<file path="src/rtl/frfcfs_pkg.sv">
package frfcfs_pkg;
  typedef enum logic {
    POL_READY_FIRST = 1'b0,
    POL_ARRIVAL     = 1'b1
  } policy_e;
endpackage

</file>
<file path="src/rtl/frfcfs_queue.sv">
// Age-ordered request store: slot 0 is oldest, removal compacts upward slots down.
module frfcfs_queue #(
  parameter int DEPTH = 8,
  parameter int EW    = 12,
  localparam int IDX_W = (DEPTH > 1) ? $clog2(DEPTH) : 1,
  localparam int CNT_W = $clog2(DEPTH + 1)
) (
  input  logic                       clk_i,
  input  logic                       rst_ni,
  input  logic                       push_i,
  input  logic [EW-1:0]              push_data_i,
  input  logic                       pop_i,
  input  logic [IDX_W-1:0]           pop_idx_i,
  output logic [DEPTH-1:0][EW-1:0]   data_o,
  output logic [DEPTH-1:0]           vld_o,
  output logic [CNT_W-1:0]           count_o
);
  logic [DEPTH-1:0][EW-1:0] data_q;
  logic [DEPTH-1:0][EW-1:0] shf_data;
  logic [CNT_W-1:0]         count_q;
  logic [CNT_W-1:0]         cnt_after;

  assign cnt_after = count_q - CNT_W'(pop_i);

  for (genvar i = 0; i < DEPTH; i++) begin : g_slot
    logic take_up;
    logic wr_here;
    assign take_up = pop_i && (i >= int'(pop_idx_i));
    assign wr_here = push_i && (int'(cnt_after) == i);
    if (i < DEPTH - 1) begin : g_mid
      assign shf_data[i] = take_up ? data_q[i+1] : data_q[i];
    end else begin : g_top
      assign shf_data[i] = take_up ? '0 : data_q[i];
    end
    assign vld_o[i] = (int'(count_q) > i);

    always_ff @(posedge clk_i or negedge rst_ni) begin
      if (!rst_ni) data_q[i] <= '0;
      else         data_q[i] <= wr_here ? push_data_i : shf_data[i];
    end
  end

  always_ff @(posedge clk_i or negedge rst_ni) begin
    if (!rst_ni) count_q <= '0;
    else         count_q <= cnt_after + CNT_W'(push_i);
  end

  assign data_o  = data_q;
  assign count_o = count_q;
endmodule

</file>
<file path="src/rtl/frfcfs_bank_table.sv">
// Per-bank open-row record.
module frfcfs_bank_table #(
  parameter int NUM_BANKS = 4,
  parameter int ROW_W     = 8,
  localparam int BANK_W   = (NUM_BANKS > 1) ? $clog2(NUM_BANKS) : 1
) (
  input  logic                            clk_i,
  input  logic                            rst_ni,
  input  logic                            set_i,
  input  logic [BANK_W-1:0]               set_bank_i,
  input  logic [ROW_W-1:0]                set_row_i,
  input  logic [NUM_BANKS-1:0]            close_i,
  output logic [NUM_BANKS-1:0]            open_o,
  output logic [NUM_BANKS-1:0][ROW_W-1:0] row_o
);
  for (genvar b = 0; b < NUM_BANKS; b++) begin : g_bank
    logic hit_here;
    assign hit_here = set_i && (int'(set_bank_i) == b);
    always_ff @(posedge clk_i or negedge rst_ni) begin
      if (!rst_ni) begin
        open_o[b] <= 1'b0;
        row_o[b]  <= '0;
      end else if (hit_here) begin
        open_o[b] <= 1'b1;
        row_o[b]  <= set_row_i;
      end else if (close_i[b]) begin
        open_o[b] <= 1'b0;
      end
    end
  end
endmodule

</file>
<file path="src/rtl/frfcfs_pick.sv">
// Readiness classification and selection.
module frfcfs_pick
  import frfcfs_pkg::*;
#(
  parameter int DEPTH     = 8,
  parameter int NUM_BANKS = 4,
  parameter int ROW_W     = 8,
  localparam int BANK_W   = (NUM_BANKS > 1) ? $clog2(NUM_BANKS) : 1,
  localparam int IDX_W    = (DEPTH > 1) ? $clog2(DEPTH) : 1
) (
  input  logic [DEPTH-1:0]                vld_i,
  input  logic [DEPTH-1:0][BANK_W-1:0]    bank_i,
  input  logic [DEPTH-1:0][ROW_W-1:0]     row_i,
  input  logic [NUM_BANKS-1:0]            open_i,
  input  logic [NUM_BANKS-1:0][ROW_W-1:0] open_row_i,
  input  policy_e                         policy_i,
  output logic                            any_o,
  output logic [IDX_W-1:0]                idx_o,
  output logic                            hit_o
);
  logic [DEPTH-1:0] ready;
  logic [IDX_W-1:0] first_rdy;
  logic             found;

  for (genvar i = 0; i < DEPTH; i++) begin : g_rdy
    assign ready[i] = vld_i[i] && open_i[bank_i[i]] && (open_row_i[bank_i[i]] == row_i[i]);
  end

  always_comb begin
    first_rdy = '0;
    found     = 1'b0;
    for (int i = DEPTH - 1; i >= 0; i--) begin
      if (ready[i]) begin
        first_rdy = IDX_W'(i);
        found     = 1'b1;
      end
    end
  end

  assign any_o = vld_i[0];
  assign idx_o = (policy_i == POL_READY_FIRST && found) ? first_rdy : '0;
  assign hit_o = ready[idx_o];
endmodule

</file>
<file path="src/rtl/frfcfs_sched.sv">
module frfcfs_sched
  import frfcfs_pkg::*;
#(
  parameter int NUM_BANKS = 4,
  parameter int ROW_W     = 8,
  parameter int TID_W     = 2,
  parameter int DEPTH     = 8,
  parameter int CNT_W     = 16,
  localparam int BANK_W   = (NUM_BANKS > 1) ? $clog2(NUM_BANKS) : 1,
  localparam int IDX_W    = (DEPTH > 1) ? $clog2(DEPTH) : 1,
  localparam int QC_W     = $clog2(DEPTH + 1),
  localparam int EW       = TID_W + BANK_W + ROW_W
) (
  input  logic                 clk_i,
  input  logic                 rst_ni,
  input  logic                 fcfs_mode_i,
  input  logic                 enq_valid_i,
  input  logic [BANK_W-1:0]    enq_bank_i,
  input  logic [ROW_W-1:0]     enq_row_i,
  input  logic [TID_W-1:0]     enq_tid_i,
  output logic                 full_o,
  input  logic [NUM_BANKS-1:0] bank_close_i,
  input  logic                 issue_slot_i,
  output logic                 issue_valid_o,
  output logic [BANK_W-1:0]    issue_bank_o,
  output logic [ROW_W-1:0]     issue_row_o,
  output logic [TID_W-1:0]     issue_tid_o,
  output logic                 issue_hit_o,
  output logic [CNT_W-1:0]     hit_cnt_o,
  output logic [CNT_W-1:0]     miss_cnt_o
);
  logic [DEPTH-1:0][EW-1:0]        q_data;
  logic [DEPTH-1:0]                q_vld;
  logic [QC_W-1:0]                 q_count;
  logic [DEPTH-1:0][BANK_W-1:0]    q_bank;
  logic [DEPTH-1:0][ROW_W-1:0]     q_row;
  logic [NUM_BANKS-1:0]            tbl_open;
  logic [NUM_BANKS-1:0][ROW_W-1:0] tbl_row;
  logic                            sel_any;
  logic [IDX_W-1:0]                sel_idx;
  logic                            sel_hit;
  logic                            push;
  logic [EW-1:0]                   sel_data;
  policy_e                         policy;

  for (genvar i = 0; i < DEPTH; i++) begin : g_split
    assign q_row[i]  = q_data[i][ROW_W-1:0];
    assign q_bank[i] = q_data[i][ROW_W +: BANK_W];
  end

  assign policy = fcfs_mode_i ? POL_ARRIVAL : POL_READY_FIRST;
  assign full_o = (int'(q_count) == DEPTH);
  assign push   = enq_valid_i && !full_o;

  frfcfs_queue #(.DEPTH(DEPTH), .EW(EW)) u_queue (
    .clk_i       (clk_i),
    .rst_ni      (rst_ni),
    .push_i      (push),
    .push_data_i ({enq_tid_i, enq_bank_i, enq_row_i}),
    .pop_i       (issue_valid_o),
    .pop_idx_i   (sel_idx),
    .data_o      (q_data),
    .vld_o       (q_vld),
    .count_o     (q_count)
  );

  frfcfs_pick #(.DEPTH(DEPTH), .NUM_BANKS(NUM_BANKS), .ROW_W(ROW_W)) u_pick (
    .vld_i      (q_vld),
    .bank_i     (q_bank),
    .row_i      (q_row),
    .open_i     (tbl_open),
    .open_row_i (tbl_row),
    .policy_i   (policy),
    .any_o      (sel_any),
    .idx_o      (sel_idx),
    .hit_o      (sel_hit)
  );

  frfcfs_bank_table #(.NUM_BANKS(NUM_BANKS), .ROW_W(ROW_W)) u_table (
    .clk_i      (clk_i),
    .rst_ni     (rst_ni),
    .set_i      (issue_valid_o && !sel_hit),
    .set_bank_i (issue_bank_o),
    .set_row_i  (issue_row_o),
    .close_i    (bank_close_i),
    .open_o     (tbl_open),
    .row_o      (tbl_row)
  );

  assign sel_data      = q_data[sel_idx];
  assign issue_valid_o = issue_slot_i && sel_any;
  assign issue_row_o   = sel_data[ROW_W-1:0];
  assign issue_bank_o  = sel_data[ROW_W +: BANK_W];
  assign issue_tid_o   = sel_data[ROW_W + BANK_W +: TID_W];
  assign issue_hit_o   = issue_valid_o && sel_hit;

  always_ff @(posedge clk_i or negedge rst_ni) begin
    if (!rst_ni) begin
      hit_cnt_o  <= '0;
      miss_cnt_o <= '0;
    end else if (issue_valid_o) begin
      if (sel_hit) hit_cnt_o  <= hit_cnt_o + 1'b1;
      else         miss_cnt_o <= miss_cnt_o + 1'b1;
    end
  end
endmodule

</file>
<file path="config.mk">
export PLATFORM = sky130hd
export DESIGN_NAME = frfcfs_sched
export DESIGN_NICKNAME = d
export VERILOG_FILES = /design/src/rtl/frfcfs_pkg.sv /design/src/rtl/frfcfs_queue.sv /design/src/rtl/frfcfs_bank_table.sv /design/src/rtl/frfcfs_pick.sv /design/src/rtl/frfcfs_sched.sv
export SDC_FILE = /design/constraint.sdc
export NUM_CORES = 1
export LEC_CHECK = 0
export ABC_AREA = 1
export BUFFER_PORTS_ARGS = -buffer_cell sky130_fd_sc_hd__clkbuf_2
export CAP_MARGIN = 20
export CORE_MARGIN = 3
export CORE_UTILIZATION = 50
export DETAILED_ROUTE_END_ITERATION = 16
export PLACE_DENSITY = 0.72
export SYNTH_ARGS = -nofsm -noshare
export SYNTH_HDL_FRONTEND = slang
export SYNTH_SLANG_ARGS = --single-unit
</file>
<file path="constraint.sdc">
create_clock -name clk_i -period 7.45 [get_ports clk_i]
set_clock_uncertainty 0.1 [all_clocks]
set_input_delay 1.49 -clock clk_i [delete_from_list [all_inputs] [get_ports clk_i]]
set_output_delay 1.49 -clock clk_i [all_outputs]
set_load 0.01 [all_outputs]
</file>
Yosys cells after proc, flatten, opt, wreduce, memory -nomap -nowiden
Cells that the tools add are included.

cells by class
  add/subtract/negate cells = 4
  magnitude comparators = 24
  equal/unequal tests = 19
  multiplexer cells = 78
  bitwise logic cells = 2
  reductions and logical operators = 58

operators by type and width
  cell                   number
  $mux 12                17
  $bmux 8 s2             8
  $eq 8x8->1             8
  $mux 8                 8
  $logic_and 1x1->1      40
  $bmux 12 s3            1
  $add 16x1->16 const B  2
  $mux 3                 9
  $mux 1                 26
  $lt 2x3->1 const B     8
  $reduce_bool 2->1      12
  $eq 4x4->1 const B     5
  $bmux 1 s2             8
  $gt 4x3->1 const B     4
  $ge 3x3->1 const A     3
  $eq 4x3->1 const B     2
  $gt 4x1->1 const B     2
  $gt 4x2->1 const B     2
  $ge 1x3->1 const A     2
  $ge 2x3->1 const A     2
  $add 4x1->4            1
  $eq 2x2->1 const B     2
  $eq 4x2->1 const B     1
  $logic_not 4->1        1
  other kinds (8)        11

word-level totals
  register bits after elaboration = 168
  input port bits = 21
  output and inout bits = 47
  logic and storage cells = 204

Depth between registers and ports, before layout
  word-level depth = 20
  depth in mapped cells = 27
  gate-level depth less buffers = 25

By module
From an unflattened synthesis, not the netlist that was laid out.

second synthesis, totals
  cells, all modules = 2208
  area total of the unflattened synthesis = 13608.1 sq um

by module, submodules not included
  module             times used  cells an instance  area each (sq um)  seq. area each (sq um)
  frfcfs_queue       1           770                5484.0             2502.4
  frfcfs_pick        1           862                3998.8             0.0
  frfcfs_sched       1           421                2563.7             800.8
  frfcfs_bank_table  1           155                1561.5             900.9

Least setup slack after synthesis
Ideal clock, no wire load.

  kind = input to output
  start = input port fcfs_mode_i
  end = output port issue_tid_o[0]
  arrival = 2.679 ns
  required time = 5.860 ns
  path slack = 3.181 ns
  cell stages on the path = 9
  path buffers = 3
  cells stage by stage = inv_1 > nand2_4 > nor2_8 > nand2_4 > buf_6 > buf_6 > buf_2 > o211ai_1 > nand4_1

on the way
  longest elaborated chain between the ends = 6

ends and longest elaborated chain
  item                           line                RTL
  start: declaration             frfcfs_sched.sv:16  input logic fcfs_mode_i,
  $mux 1                         frfcfs_sched.sv:51  assign policy = fcfs_mode_i ? POL_ARRIVAL : POL_READY_FIRST;
  $not 1->1                      frfcfs_pick.sv:41   assign idx_o = (policy_i == POL_READY_FIRST && found) ? first_rdy : '0;
  $logic_and 1x1->1              frfcfs_pick.sv:41
  $mux 3                         frfcfs_pick.sv:41
  $bmux 12 s3                    frfcfs_sched.sv:90  assign sel_data = q_data[sel_idx];
  $mux 12 (implied by the code)  frfcfs_sched.sv:90
  end: declaration               frfcfs_sched.sv:27  output logic [TID_W-1:0] issue_tid_o,

No other way between the ends. The select of a mux whose other input is x is not followed.

Worst setup path after layout
  start = register u_queue.data_q, in the netlist u_queue.data_o[32]
  end = output port issue_row_o[3]

on the way
  longest elaborated chain between the ends = 11
  elaborated cells on any way between the ends = 17
  classes of those cells = eq/ne: 1; mux: 13; reduce/logical: 3

ends and longest elaborated chain
  item                                                           line                RTL
  start: declaration                                             frfcfs_queue.sv:18  logic [DEPTH-1:0][EW-1:0] data_q;
  start signal: indexed assignment                               frfcfs_queue.sv:39  else data_q[i] <= wr_here ? push_data_i : shf_data[i];
  $bmux 8 s2 / $bmux 1 s2 (equally long branches)                frfcfs_pick.sv:26   assign ready[i] = vld_i[i] && open_i[bank_i[i]] && (open_row_i[bank_i[i]] == row_i[i]);
  $mux 8 (implied by the code) / $mux 1 (equally long branches)  frfcfs_pick.sv:26
  $eq 8x8->1 / $logic_and 1x1->1 (equally long branches)         frfcfs_pick.sv:26
  $logic_and 1x1->1 *                                            frfcfs_pick.sv:26
  $mux 1 (3 in a row)                                            frfcfs_pick.sv:33   if (ready[i]) begin
  $logic_and 1x1->1                                              frfcfs_pick.sv:41
  $mux 3 *                                                       frfcfs_pick.sv:41
  $bmux 12 s3 *                                                  frfcfs_sched.sv:90
  $mux 12 (implied by the code) *                                frfcfs_sched.sv:90
  end: declaration                                               frfcfs_sched.sv:26  output logic [ROW_W-1:0] issue_row_o,

Every way passes the cells marked *; elsewhere a longest branch is shown, timed or not. The select of a mux whose other input is x is not followed.

==> run metrics <==
initial antenna violation count 1; post-CTS setup buffers 0; multi-input logic area just over 7000 µm²; Seq. cell area 4200 µm²; Post-Synthesis Cells between 1500 and 2000; Fin. Hold Viols 0; layout cells sized above 1 about a tenth; fillers between 2000 and 2500; Synth cell types 43; Worst R2R Setup Slack roughly 2.2 ns; cts repair resizes 0; DRT iter0 DRCs between 1500 and 2000; crit start category register; P_leak 6.79 nW; # nets final 1900; Worst Hold Class reg2reg; final worst path period share just over 80%; critical path cell sequence inv_2 -> nand2_1 -> nand3_1 -> nand2_1 -> nand2_1 -> nand2_1 -> nand2_1 -> nor2_1 -> nand4_1 -> nand2_1 -> nand2_2 -> nand2_4 -> buf_4 -> nand2_1 -> nand3_1 -> nand4_1 -> clkbuf_2; CTS H-Tree Depth 4; wire per inst about 22 µm; Rel. slew slack ~26%; via count of the first global-routing pass 12576; CP Data Required Time between 5 and 6 ns; Main synth FF type dfrtp_1; final setup TNS 0 ns; largest net degree at the start of global routing 101; die area around 28000 µm²; Async SR Flop Fraction between 90% and 100%; Power per Cell Area about 470 nW/µm²; Post-DRT Antenna Nets 0; Area Growth Syn to Fin 3.88%; Ports between 60 and 70; DR vias 13554; Setup Crit Path Kind reg2out; Num CTS Buffers 17; CTS root buf clkbuf_16; Starting Density between 50% and 60%; max-cap violations 0; total routed wirelength between 40000 and 50000 µm; die width 166 µm; clock sink count about 170; Vias/cell 6.11; unrepaired setup endpoints after global routing false; main area contributors after synthesis dfrtp_1 33%, nand2_1 21%, nand3_1 12%; DR pass1 iterations 6; Worst Path Arrival 4.53 ns; syn_area_per_cell about 6.7 µm²; Bufs on Longest Clock Path 2; VDD IR max between 0.2 and 0.25 mV; Top delay family on crit path simple AND/OR/NAND/NOR gates; worst-path fanout max 31; final slew viol count 0; DPL Wire Length about 33000 µm; Rows 58; most frequent CP cell nand2_1; maximum clock frequency around 0.16 GHz; synthesis-stage register bit count roughly 170; Post-Synthesis Cell Area ~13000 µm²; Post-Syn Nets slightly below 2000; Synth Warn # 0; chip height approximately 170 µm; Total Routing Usage GR around a third; Buf+Inv Stages, Crit Path 3; final setup vio count 0; slew at the pin with the worst max-slew slack between 1 and 1.5 ns; fin crit period just over 6 ns; routability cong. ~1.0; slowest CP cell dfrtp_1; status finished, final reports clean; cts hold-fix bufs 0; clk_lat worst skew between 0.4 and 0.5 ns; CTS clk-pin slew, worst paths ~0.08 ns; CP endpoint kind output port; Seq/Total Area, Yosys 32.7%; first-pass GRT wire length around 74000 µm; DRC Markers 0; clock tree from TritonCTS done; CP peak stage delay roughly 0.74 ns; area leader, netlist dfrtp_1; Min Hold Slack between 0.3 and 0.4 ns; Post-synth EDFFs 0; Core Area 25200 µm²; IO buf count 67; grt ovf 0; top cell type's share of synthesized area about a third
## through the flow
step	setup WS [ns]	cells	util [%]	cell area (µm²)	total power, mW
4_1_cts	1.49	2216	53.0	13300	6.07
3_5_place_dp	1.89	2184	50.6	12700	5.13
3_3_place_gp	1.76	2183	50.6	12700	5.08
2_1_floorplan	3.18	1921	-	12800	4.29
6_report	1.33	2217	53.0	13300	6.21
5_1_grt	1.07	2216	53.0	13300	6.62
## cell type report
type	count	area share, %
multi-input combinational	1463	53.6
sequential	168	31.5
tap	330	3.09
clock inverter	15	1.33
antenna	1	0.0188
timing repair buffer	76	3.07
inverter	147	4.19
clock buffer	17	3.19
## state kept, by name, indices dropped and copies added (netlist names)
register and flops:
u_queue.count_o 4, hit_cnt_o 16, miss_cnt_o 16, u_queue.data_o 96
u_table.open_o 4, u_table.row_o 32
## where the power goes
group          internal (mW)  total (mW)  switching (mW)
clock network          0.481       0.929           0.448
logic                   1.04        3.49            2.45
registers               1.18        1.79           0.603
## cell usage in the layout, fill, tap and decap left out, drive strengths merged
cell type  count
nor3          11
buf           10
and2           2
o211ai        76
clkbuf        83
diode          1
dfrtp        168
or2            1
clkinvlp       2
o2111ai        2
nand3        322
nand3b         2
nand2        724
o21ai        121
clkinv         5
o22ai          2
xnor2         10
a21oi         14
bufinv         1
xor2          34
inv          154
a31oi          6
nor3b          2
ha             6
nor4           3
nand4         35
nor2          90
## synthesized netlist by cell type (4+ instances only)
library cell,count
nand2_1,704
nand3_1,308
dfrtp_1,168
inv_1,126
o21ai_0,104
nor2_1,77
o211ai_1,76
clkbuf_1,47
xor2_1,33
buf_2,32
nand4_1,32
buf_4,31
buf_6,30
inv_2,18
o21ai_1,16
a21oi_1,14
nand2_2,11
nand3_2,10
xnor2_1,10
nand2_4,8
nor3_1,7
a31oi_1,6
ha_1,6
nor2_2,6
nor2_8,5
nand3_4,4
## routing by layer
layer / routed length [µm] / vias up / track usage (%)
li1: - / 6170 / -
met3: 5460 / 265 / 7.57
met5: 0 / - / 0
met4: 4120 / 0 / 24.4
met1: 18500 / 6231 / 45.4
met2: 20200 / 888 / 50.2
## cells by family (layout without fill, tap and decap cells)
| logic type | count (synthesis) | count (layout) | share of synthesized area [%] |
|---|---|---|---|
| AO/OA/AOI/OAI | 221 | 221 | 10.3 |
| XOR/XNOR | 44 | 44 | 3.06 |
| adder cells (fa/ha/maj) | 6 | 6 | 0.584 |
| buffers and inverters | 290 | 255 | 11.6 |
| flip-flops | 168 | 168 | 32.7 |
| other | 0 | 1 | 0 |
| AND/OR/NAND/NOR | 1192 | 1192 | 41.8 |
## path summary, 6_finish.rpt
kind                               startpoint            endpoint  cells past startpoint
max                        u_queue.data_o[32]      issue_row_o[3]                     17
max reg2reg                u_queue.count_o[3]  u_queue.data_o[68]                     16
min in group asynchronous              rst_ni  u_queue.count_o[2]                      1
max in group asynchronous              rst_ni  u_queue.data_o[18]                      2
min reg2reg                    miss_cnt_o[15]      miss_cnt_o[15]                      1
min                            miss_cnt_o[15]      miss_cnt_o[15]                      1
No activity file was read; power rests on OpenSTA's default activity.
